**src/rtl/ts_pkg.sv**
```systemverilog
package ts_pkg;
  typedef enum logic [1:0] {
    VS_IDLE = 2'd0,
    VS_RUN  = 2'd1,
    VS_SHOW = 2'd2
  } vstate_e;
endpackage

```
**src/rtl/ts_phase_ring.sv**
```systemverilog
module ts_phase_ring #(
  parameter int TICKS = 14
) (
  input  logic clk,
  input  logic rst_n,
  output logic wrap_o
);
  logic [TICKS-1:0] ring_q;
  logic [TICKS-1:0] ring_d;

  for (genvar i = 0; i < TICKS; i++) begin : g_rot
    if (i == 0) begin : g_head
      assign ring_d[i] = ring_q[TICKS-1];
    end else begin : g_body
      assign ring_d[i] = ring_q[i-1];
    end
  end

  always_ff @(posedge clk or negedge rst_n) begin
    if (!rst_n) ring_q <= TICKS'(1);
    else        ring_q <= ring_d;
  end

  assign wrap_o = ring_q[TICKS-1];
endmodule

```
**src/rtl/ts_coarse_ctr.sv**
```systemverilog
module ts_coarse_ctr #(
  parameter int W = 11
) (
  input  logic         clk,
  input  logic         rst_n,
  input  logic         step_i,
  output logic [W-1:0] next_o
);
  logic [W-1:0] cnt_q;
  logic [W-1:0] cnt_d;
  logic         cnt_en;

  assign next_o = cnt_q + W'(1);
  assign cnt_en = step_i;

  always_comb begin
    cnt_d = cnt_q;
    if (cnt_en) cnt_d = next_o;
  end

  always_ff @(posedge clk or negedge rst_n) begin
    if (!rst_n) cnt_q <= '0;
    else        cnt_q <= cnt_d;
  end
endmodule

```
**src/rtl/ts_vernier_ctl.sv**
```systemverilog
module ts_vernier_ctl
  import ts_pkg::*;
#(
  parameter int ADDR_W   = 16,
  parameter int COARSE_W = 11,
  parameter int FINE_W   = 4
) (
  input  logic                clk,
  input  logic                rst_n,
  input  logic                hit_i,
  input  logic                clear_i,
  input  logic                wrap_i,
  input  logic [ADDR_W-1:0]   addr_i,
  input  logic [COARSE_W-1:0] coarse_next_i,
  output logic                show_o,
  output logic [ADDR_W-1:0]   addr_o,
  output logic [COARSE_W-1:0] coarse_o,
  output logic [FINE_W-1:0]   fine_o
);
  vstate_e             st_q, st_d;
  logic [ADDR_W-1:0]   addr_q, addr_d;
  logic [COARSE_W-1:0] crs_q, crs_d;
  logic [FINE_W-1:0]   fine_q, fine_d;
  logic                addr_en, crs_en, fine_en;

  always_comb begin
    st_d    = st_q;
    addr_d  = addr_q;
    crs_d   = crs_q;
    fine_d  = fine_q;
    addr_en = 1'b0;
    crs_en  = 1'b0;
    fine_en = 1'b0;
    unique case (st_q)
      VS_IDLE: begin
        if (hit_i && !clear_i) begin
          addr_en = 1'b1;
          addr_d  = addr_i;
          fine_en = 1'b1;
          fine_d  = '0;
          if (wrap_i) begin
            crs_en = 1'b1;
            crs_d  = coarse_next_i;
            st_d   = VS_SHOW;
          end else begin
            st_d   = VS_RUN;
          end
        end
      end
      VS_RUN: begin
        if (clear_i) begin
          st_d = VS_IDLE;
        end else begin
          fine_en = 1'b1;
          fine_d  = fine_q + FINE_W'(1);
          if (wrap_i) begin
            crs_en = 1'b1;
            crs_d  = coarse_next_i;
            st_d   = VS_SHOW;
          end
        end
      end
      VS_SHOW: begin
        if (clear_i || wrap_i) st_d = VS_IDLE;
      end
      default: st_d = VS_IDLE;
    endcase
  end

  always_ff @(posedge clk or negedge rst_n) begin
    if (!rst_n) begin
      st_q   <= VS_IDLE;
      addr_q <= '0;
      crs_q  <= '0;
      fine_q <= '0;
    end else begin
      st_q <= st_d;
      if (addr_en) addr_q <= addr_d;
      if (crs_en)  crs_q  <= crs_d;
      if (fine_en) fine_q <= fine_d;
    end
  end

  assign show_o   = (st_q == VS_SHOW);
  assign addr_o   = addr_q;
  assign coarse_o = crs_q;
  assign fine_o   = fine_q;
endmodule

```
**src/rtl/ts_record_pack.sv**
```systemverilog
module ts_record_pack #(
  parameter int TICKS  = 14,
  parameter int ADDR_W = 16,
  parameter int TIME_W = 11,
  parameter int FINE_W = 4,
  parameter int REC_W  = 32
) (
  input  logic              show_i,
  input  logic [ADDR_W-1:0] addr_i,
  input  logic [TIME_W-1:0] coarse_i,
  input  logic [FINE_W-1:0] fine_i,
  output logic [REC_W-1:0]  rec_o
);
  localparam int RSV_W = REC_W - ADDR_W - TIME_W;
  localparam logic [TIME_W-1:0] SCALE = TIME_W'(TICKS);

  logic [TIME_W-1:0] scaled;
  logic [TIME_W-1:0] fine_ext;
  logic [TIME_W-1:0] stamp;

  assign scaled   = coarse_i * SCALE;
  assign fine_ext = {{(TIME_W-FINE_W){1'b0}}, fine_i};
  assign stamp    = scaled - fine_ext;

  always_comb begin
    rec_o = '0;
    if (show_i) rec_o = {addr_i, {RSV_W{1'b0}}, stamp};
  end
endmodule

```
**src/rtl/hit_time_stamper.sv**
```systemverilog
module hit_time_stamper #(
  parameter int TICKS  = 14,
  parameter int ADDR_W = 16,
  parameter int TIME_W = 11,
  parameter int REC_W  = 32
) (
  input  logic              osc_clk,
  input  logic              rst_n,
  input  logic              hit_i,
  input  logic              clear_i,
  input  logic [ADDR_W-1:0] pix_addr_i,
  output logic              rec_valid_o,
  output logic [REC_W-1:0]  rec_data_o
);
  localparam int FINE_W   = $clog2(TICKS);
  localparam int COARSE_W = TIME_W;

  logic                ref_wrap;
  logic [COARSE_W-1:0] coarse_next;
  logic                show;
  logic [ADDR_W-1:0]   held_addr;
  logic [COARSE_W-1:0] held_coarse;
  logic [FINE_W-1:0]   held_fine;

  ts_phase_ring #(.TICKS(TICKS)) ring_i (
    .clk    (osc_clk),
    .rst_n  (rst_n),
    .wrap_o (ref_wrap)
  );

  ts_coarse_ctr #(.W(COARSE_W)) coarse_i (
    .clk    (osc_clk),
    .rst_n  (rst_n),
    .step_i (ref_wrap),
    .next_o (coarse_next)
  );

  ts_vernier_ctl #(
    .ADDR_W   (ADDR_W),
    .COARSE_W (COARSE_W),
    .FINE_W   (FINE_W)
  ) vern_i (
    .clk           (osc_clk),
    .rst_n         (rst_n),
    .hit_i         (hit_i),
    .clear_i       (clear_i),
    .wrap_i        (ref_wrap),
    .addr_i        (pix_addr_i),
    .coarse_next_i (coarse_next),
    .show_o        (show),
    .addr_o        (held_addr),
    .coarse_o      (held_coarse),
    .fine_o        (held_fine)
  );

  ts_record_pack #(
    .TICKS  (TICKS),
    .ADDR_W (ADDR_W),
    .TIME_W (TIME_W),
    .FINE_W (FINE_W),
    .REC_W  (REC_W)
  ) pack_i (
    .show_i   (show),
    .addr_i   (held_addr),
    .coarse_i (held_coarse),
    .fine_i   (held_fine),
    .rec_o    (rec_data_o)
  );

  assign rec_valid_o = show;
endmodule

```
**config.mk**
```make
export PLATFORM = sky130hd
export DESIGN_NAME = hit_time_stamper
export DESIGN_NICKNAME = d
export VERILOG_FILES = /design/src/rtl/ts_pkg.sv /design/src/rtl/ts_phase_ring.sv /design/src/rtl/ts_coarse_ctr.sv /design/src/rtl/ts_vernier_ctl.sv /design/src/rtl/ts_record_pack.sv /design/src/rtl/hit_time_stamper.sv
export SDC_FILE = /design/constraint.sdc
export NUM_CORES = 1
export LEC_CHECK = 0
export BUFFER_PORTS_ARGS = -buffer_cell sky130_fd_sc_hd__buf_2
export CORE_MARGIN = 5
export CORE_UTILIZATION = 30
export DETAILED_ROUTE_END_ITERATION = 16
export SLEW_MARGIN = 20
export SYNTH_ARGS = -nofsm -noshare
export SYNTH_HDL_FRONTEND = slang
export SYNTH_HIERARCHICAL = 1
export SYNTH_SLANG_ARGS = --single-unit
```
**constraint.sdc**
```tcl
create_clock -name osc_clk -period 4.45 [get_ports osc_clk]
set_clock_uncertainty 0.05 [all_clocks]
set_input_delay 0.6675 -clock osc_clk [delete_from_list [all_inputs] [get_ports osc_clk]]
set_output_delay 0.6675 -clock osc_clk [all_outputs]
set_load 0.01 [all_outputs]
```
==> results of run 1 <==
[how the worst min path moves through the flow]
stage,depth (start not counted),endpoint,slack [ps],start
floorplan,0,ring_i/ring_q[10]$_DFF_PN0_,280,ring_i/ring_q[9]$_DFF_PN0_
global placement,0,ring_i/ring_q[2]$_DFF_PN0_,290,ring_i/ring_q[1]$_DFF_PN0_
detailed placement,0,ring_i/ring_q[13]$_DFF_PN0_,290,ring_i/ring_q[12]$_DFF_PN0_
CTS,0,ring_i/ring_q[13]$_DFF_PN0_,310,ring_i/ring_q[12]$_DFF_PN0_
global route,0,ring_i/ring_q[13]$_DFF_PN0_,310,ring_i/ring_q[12]$_DFF_PN0_
finish,0,ring_i/ring_q[13]$_DFF_PN0_,310,ring_i/ring_q[12]$_DFF_PN0_
[metrics by stage]
step	setup WS, ps	power [mW]	hold slack, ps	utilization, %
after floorplan	431	0.721	281	-
after global placement	331	0.758	285	33.8
after detailed placement	242	0.766	286	33.8
after CTS	12.2	1.10	306	35.3
after global routing	-51.6	1.15	312	35.6
final	90.9	1.09	306	35.6
[cell type report]
cell class | count | area, µm² | area share, %
Clock buffer | 6 | 72.6 | 1.97
Sequential cell | 56 | 1410 | 38.1
Tap cell | 136 | 170 | 4.61
Multi-Input combinational cell | 184 | 1670 | 45.3
Clock inverter | 2 | 38.8 | 1.05
Timing Repair Buffer | 56 | 303 | 8.20
Inverter | 8 | 30.0 | 0.814
[state kept, by name, indices dropped and copies added, names as in the netlist]
register and flops:
vern_i/st_q 2, ring_i/ring_q 14, coarse_i/cnt_q 10, vern_i/addr_o 16, vern_i/fine_o 4, vern_i/coarse_o 10
[power breakdown]
part,switching [mW],internal [mW]
Clock,0.160,0.170
Sequential,0.0276,0.546
Combinational,0.0824,0.101
[routing by layer]
metal / part of all wire [%] / routed length (µm) / vias up
met1: 44 / 2380 / 953
met4: 1.4 / 76 / 0
met2: 51 / 2740 / 30
li1: - / - / 986
met5: 0 / 0 / -
met3: 3.7 / 201 / 6
[critical path, delay by kind of cell, from the launching register on]
family	cells	cell delay (ps)
buf+inv	2	280
xor+xnor	1	180
fa+ha+maj	3	1060
simple gates	3	1270
flops	1	430
compound gates	1	120
[repair_timing]
item | in CTS | in global routing
endpoints found under the setup margin | 1 | 1
pin swaps | 1 | 6
buffers inserted | 4 | 2
cloned | 0 | 0
gates resized for setup | 4 | 4
==> results.cfg, run 1 <==
[final_layout]
diodes = 0
layout_common_cells = 52 x dfrtp_1, 47 x buf_2, 22 x xnor2_1
final_area_um2 = 3690
fillers = 1028
area_growth_syn_to_layout_pct = 15.6
instances_no_fill = 448
drive_above_1_share_pct = 36.2
fin_nets = 353
final_common_cell = dfrtp_1

[grt]
met3_usage_pct = 1.50
antenna_found_initial = 0
grt.total_usage_pct = 8.89
busiest_layer = met2
first_global_vias = 2087
grt_max_degree = 57
grt_pass1_wl_um = 9600
grt-ovfl-total = 0
globalRouteMet2Util_pct = 15.6
grtUsageMet1_pct = 11.1

[critical_path]
rr_endpoint = vern_i/coarse_o[3]$_DFFE_PN0P_
cp-start-kind = flip-flop
path_max_fanout = 3
worstSetupEndpoint = rec_data_o[9]
crit_path_max_incr_delay_ps = 540
cp.arrival_ps = 3640
cp-startpoint = vern_i/coarse_o[1]$_DFFE_PN0P_
r2r_slack_ps = 2500
critPathSlowestCell = or4_4
r2r-start = vern_i/st_q[0]$_DFFE_PN0P_
crit_chain = fa_1 -> ha_4 -> fa_2 -> xor2_1 -> or3_4 -> buf_4 -> or4_4 -> or3_1 -> a21boi_1 -> buf_2
critical_path_class = flip-flop to primary output
worstPathRequired_ps = 3730
end_kind = primary output
reg2reg_depth = 2

[clock_network]
root_buffer = clkbuf_8
cts_tree = built
numCtsBuffers = 5
clk_pin_slew_worst_paths_ps = 100
clockBufferDepth = 2
htree_levels = 2
cts_sinks = 56
clk_latency_ps = 300
ctsHoldBuffers = 0

[die]
io_pins = 53
core_area_um2 = 10400
die_w_um = 113
start_util_pct = 30.8
dieArea_um2 = 12800
rows = 37
die_y_um = 113

[hold_path]
hp-class = flip-flop to flip-flop

[route]
initialDrtViolationCount = 99
viasPerCell = 4.41
routed_wl_um = 5400
drcViolationCount = 0
vias = 1975
wire_per_inst_um = 12.1
ant_nets = 0
drtPass1Iterations = 4

[synth]
synth_area_um2 = 3190
synth_warnings = 6
syn_avg_cell_area_um2 = 12.2
syn_inst = 261

[power]
ir_worst_vdd_mv = 0.189
leakagePower_nw = 1.85
power_density_nw_per_um2 = 294

[timing]
slew_violations = 0
fin_crit_sh_pct = 98.0
tightest_slew_ps = 1020
fmaxAchievable_mhz = 229
setup_violations = 0
period_needed_ps = 4360
rsz0062_at_grt = yes
hold_viol_final = 0
max-slew-margin-rel_pct = 31.8
fin_tns_setup_ps = 0

[placed_design]
dpl_cell_area_um2 = 3510
place_congestion = 0.749
placed_cells = 434
io_buffers = 47
hpwl_um = 4040

[job]
maxCapViolations = 0

[run_status]
status = complete, no violations
(Power assumes the default switching activity.)
==> inputs of run 2 (changes only) <==
Settings changed: CELL_PAD_IN_SITES_DETAIL_PLACEMENT set to 0, CELL_PAD_IN_SITES_GLOBAL_PLACEMENT set to 1, PLACE_DENSITY_LB_ADDON set to 0.1.
==> run 2 against run 1 <==
Effect of this change: first-iteration DRC count fell by 8.1%; via count fell by 0.56%; cell area fell by 0.58%; worst hold slack got worse by 94 ps; highest routed layer unchanged; core utilization fell by 0.21 points; flip-flop and latch count did not move; non-clock buffer count fell by 2; register-to-register slack barely moved; sequential power barely moved; critical path depth fell by 1; critical path type unchanged.
==> results.cfg, run 2 (synthesis gave the netlist of run 1 again) <==
[run_status]
status = complete, no violations

[grt]
grt_max_degree = 41
grt.total_usage_pct = 9.83
antenna_found_initial = 0
grt-ovfl-total = 0
first_global_vias = 1944
grt_pass1_wl_um = 10200

[route]
wire_per_inst_um = 13.4
routed_wl_um = 5970
vias = 1964
drtPass1Iterations = 4
viasPerCell = 4.40
drcViolationCount = 0
initialDrtViolationCount = 91
ant_nets = 0

[final_layout]
drive_above_1_share_pct = 36.8
largest_reg_flops = 16
diodes = 0
multiInputGateArea_um2 = 1670
area_growth_syn_to_layout_pct = 14.9
regArea_um2 = 1410
fin_nets = 351
final_area_um2 = 3670
final_common_cell = dfrtp_1
fillers = 1059
layout_common_cells = 52 x dfrtp_1, 47 x buf_2, 22 x xnor2_1

[placed_design]
io_buffers = 47
place_congestion = 0.693
dpl_cell_area_um2 = 3510
hpwl_um = 4330

[power]
power_density_nw_per_um2 = 291
pwr-share-comb_pct = 17.5
internal_power_uw = 769
total_power_mw = 1.07
leakagePower_nw = 1.83
switching_share_pct = 28.0
p_clk_share_pct = 28.8
ir_worst_vdd_mv = 0.129
switchingPower_uw = 300
pwr-share-seq_pct = 53.7

[critical_path]
rr_endpoint = vern_i/coarse_o[1]$_DFFE_PN0P_
r2r-start = vern_i/st_q[0]$_DFFE_PN0P_
end_kind = primary output
critical_path_class = flip-flop to primary output
cp.arrival_ps = 3580
worstPathRequired_ps = 3730
reg2reg_depth = 2
path_max_fanout = 4
cp-start-kind = flip-flop
r2r_slack_ps = 2490

[die]
die_w_um = 113
dieArea_um2 = 12800
rows = 37
io_pins = 53
core_area_um2 = 10400
die_y_um = 113
start_util_pct = 30.8

[clock_network]
root_buffer = clkbuf_8
ctsHoldBuffers = 0
cts_sinks = 56
clockBufferDepth = 2
clk_latency_ps = 320
cts_tree = built
htree_levels = 2
numCtsBuffers = 5
clk_pin_slew_worst_paths_ps = 110

[job]
maxCapViolations = 0

[timing]
fin_tns_setup_ps = 0
hold_viol_final = 0
period_needed_ps = 4300
rsz0062_at_grt = no
tightest_slew_ps = 1040
fin_crit_sh_pct = 96.6
max-slew-margin-rel_pct = 30.7
slew_violations = 0
fmaxAchievable_mhz = 233
setup_violations = 0

[hold_path]
hp-class = primary input to asynchronous set/reset pin
[run 2: critical path, stage by stage (launching register included)]
cell,delay (ps)
dfrtp_2,450
fa_1,550
ha_2,190
fa_2,460
or3_4,400
nand2b_4,150
or3_4,380
or4_4,420
a21boi_2,120
buf_2,140
[run 2: what timing repair did]
item / 4_1_cts / 5_1_grt
buffers inserted: 2 / 2
resized for setup: 5 / 4
pin swaps: 1 / 7
setup endpoints to repair: 1 / 1
[run 2: how the worst max path moves through the flow]
stage                                    from        endpoint  cells past startpoint
3_5_place_dp   vern_i/coarse_o[0]$_DFFE_PN0P_  rec_data_o[10]                     10
2_1_floorplan  vern_i/coarse_o[0]$_DFFE_PN0P_  rec_data_o[10]                      9
6_report       vern_i/coarse_o[1]$_DFFE_PN0P_  rec_data_o[10]                      9
4_1_cts        vern_i/coarse_o[0]$_DFFE_PN0P_  rec_data_o[10]                      9
3_3_place_gp   vern_i/coarse_o[0]$_DFFE_PN0P_  rec_data_o[10]                     10
5_1_grt        vern_i/coarse_o[1]$_DFFE_PN0P_   rec_data_o[9]                     11
[run 2: power groups by stage]
stage	logic [mW]	clock network (mW)	registers, mW
2_1_floorplan	0.148	0	0.574
3_3_place_gp	0.183	0	0.582
3_5_place_dp	0.184	0	0.584
4_1_cts	0.184	0.330	0.574
5_1_grt	0.211	0.352	0.580
6_report	0.187	0.307	0.574
[run 2: stage by stage]
step	setup WS, ps	cells	util (%)	hold slack (ps)
after floorplan	431	265	-	281
after global routing	6.93	446	35.4	210
after CTS	11.5	444	35.1	215
after global placement	294	434	33.8	284
final	150	446	35.4	212
after detailed placement	251	434	33.8	285
[run 2: final cells by class]
type / count / area share, %
timing repair buffer: 54 / 7.84
clock buffer: 5 / 1.88
tap: 136 / 4.64
clock inverter: 3 / 0.921
sequential: 56 / 38.3
inverter: 8 / 0.818
multi-input combinational: 184 / 45.6
[run 2: metal layers]
layer | GRT usage [%] | vias up | routed length (µm)
li1 | - | 984 | -
met1 | 13.7 | 936 | 2940
met2 | 15.2 | 37 | 2680
met3 | 2.35 | 7 | 290
met4 | 2.88 | 0 | 64
met5 | 0 | - | 0
==> inputs of run 3 (changes only) <==
Settings changed: ABC_AREA set to 1.
==> run 3 against run 2 <==
Effect of this change: maximum frequency rose by 18%; first-iteration DRC count grew 24%; wire length rose by 13%; total power increased by 6.4%; clock power increased by 32%; critical path depth increased by 4; flip-flop and latch count did not move; global-route usage is 0.079 points higher; non-clock buffer count decreased by 6; combinational power shrank 12%; critical path type unchanged; critical endpoint is now rec_data_o[9]; largest cell class unchanged.
==> results.cfg, run 3 <==
[placed_design]
hpwl_um = 5180
place_congestion = 0.785
io_buffers = 47
dp_slack_ps = 1070

[final_layout]
diodes = 0
largest_reg_flops = 16
final_common_cell = nand2_1
drive_above_1_share_pct = 23.1
layout_common_cells = 126 x nand2_1, 89 x inv_1, 55 x dfrtp_1
fin_nets = 525
area_growth_syn_to_layout_pct = 13.7

[timing]
slew_violations = 0
fin_crit_sh_pct = 82.1
period_needed_ps = 3650
fmaxAchievable_mhz = 274
fin_ws_ps = 799
tightest_slew_ps = 651
max-slew-margin-rel_pct = 56.6
fin_tns_setup_ps = 0
setup_violations = 0
rsz0062_at_grt = no
hold_viol_final = 0

[die]
die_y_um = 118
io_pins = 53
die_w_um = 118
start_util_pct = 30.6
dieArea_um2 = 14000
rows = 39
core_area_um2 = 11500

[grt]
grt.total_usage_pct = 9.91
first_global_vias = 2537
grt-ovfl-total = 0
grt_pass1_wl_um = 11900
grt_max_degree = 43
antenna_found_initial = 0

[clock_network]
ctsHoldBuffers = 0
cts_sinks = 56
cts_tree = built
root_buffer = clkbuf_16
clk_pin_slew_worst_paths_ps = 80
clk_latency_ps = 290
clockBufferDepth = 2
numCtsBuffers = 5
cts_post_setup_buffers_inserted = 0
cts_resized = 0
htree_levels = 2

[power]
p_clk_share_pct = 35.6
pwr-share-seq_pct = 50.0
ir_worst_vdd_mv = 0.183
leakagePower_nw = 2.31
total_power_mw = 1.14
pwr-share-comb_pct = 14.4
internal_power_uw = 817
power_density_nw_per_um2 = 284
switching_share_pct = 28.1
switchingPower_uw = 320

[synth]
synth_area_um2 = 3510
syn_avg_cell_area_um2 = 8.04
syn_inst = 437
synth_warnings = 6

[critical_path]
crit_chain = fa_1 -> ha_1 -> fa_1 -> nor2_1 -> nand2_2 -> inv_2 -> nand2_1 -> nor2_2 -> nand3_2 -> nand2_1 -> nand2_1 -> nor2_1 -> buf_2
critPathTopFamily = adder cells
crit_path_max_incr_delay_ps = 560
crit_buf_inv = 2
r2r-start = ring_i/ring_q[13]$_DFF_PN0_
rr_endpoint = vern_i/coarse_o[2]$_DFFE_PN0P_
cp-start-kind = flip-flop
reg2reg_depth = 3
r2r_slack_ps = 2930
critical_path_class = flip-flop to primary output
critPathSlowestCell = fa_1
path_max_fanout = 5
critPathMostFrequentCell = nand2_1
end_kind = primary output
cp.arrival_ps = 2930
worstPathRequired_ps = 3730

[route]
vias = 2591
ant_nets = 0
viasPerCell = 4.13
drtPass1Iterations = 4
drcViolationCount = 0
wire_per_inst_um = 10.8
routed_wl_um = 6750
initialDrtViolationCount = 113

[run_status]
status = complete, no violations

[job]
maxCapViolations = 0

[hold_path]
hp-class = primary input to asynchronous set/reset pin
run 3: cell type report:
cell class | count | area [µm²]
Tap cell | 143 | 179
Clock buffer | 5 | 125
Fill cell | 1241 | 7470
Inverter | 92 | 345
Multi-Input combinational cell | 280 | 1680
Clock inverter | 3 | 27.5
Sequential cell | 56 | 1400
Timing Repair Buffer | 48 | 243
run 3: per-layer routing:
layer	up-vias	part of all wire [%]	track usage, %
li1	1411	-	-
met1	1149	50	13.7
met2	29	46	15.9
met3	2	3.4	2.20
met4	0	0.67	2.37
met5	-	0	0
run 3: how the worst max path moves through the flow:
stage	to	startpoint	depth (start not counted)	slack, ps
detailed placement	rec_data_o[9]	vern_i/coarse_o[0]$_DFFE_PN0P_	13	1070
floorplan	rec_data_o[9]	vern_i/coarse_o[0]$_DFFE_PN0P_	12	1320
finish	rec_data_o[9]	vern_i/coarse_o[0]$_DFFE_PN0P_	13	800
global placement	rec_data_o[9]	vern_i/coarse_o[0]$_DFFE_PN0P_	13	1140
global route	rec_data_o[10]	vern_i/coarse_o[0]$_DFFE_PN0P_	12	540
CTS	rec_data_o[9]	vern_i/coarse_o[0]$_DFFE_PN0P_	13	740
run 3: stage by stage:
| stage | area, µm² | instances | util, % | hold slack [ps] |
|---|---|---|---|---|
| 3_5_place_dp | 3840 | 619 | 33.5 | 285 |
| 5_1_grt | 4000 | 627 | 34.9 | 252 |
| 3_3_place_gp | 3840 | 619 | 33.5 | 285 |
| 2_1_floorplan | 3530 | 441 | - | 281 |
| 4_1_cts | 3990 | 627 | 34.8 | 238 |
| 6_report | 4000 | 627 | 34.9 | 225 |
run 3: power by group through the flow:
stage / logic, mW / registers (mW) / clock network [mW]
after floorplan: 0.131 / 0.571 / 0
after global placement: 0.163 / 0.578 / 0
after detailed placement: 0.165 / 0.578 / 0
after CTS: 0.166 / 0.568 / 0.431
after global routing: 0.191 / 0.574 / 0.446
final: 0.164 / 0.568 / 0.405
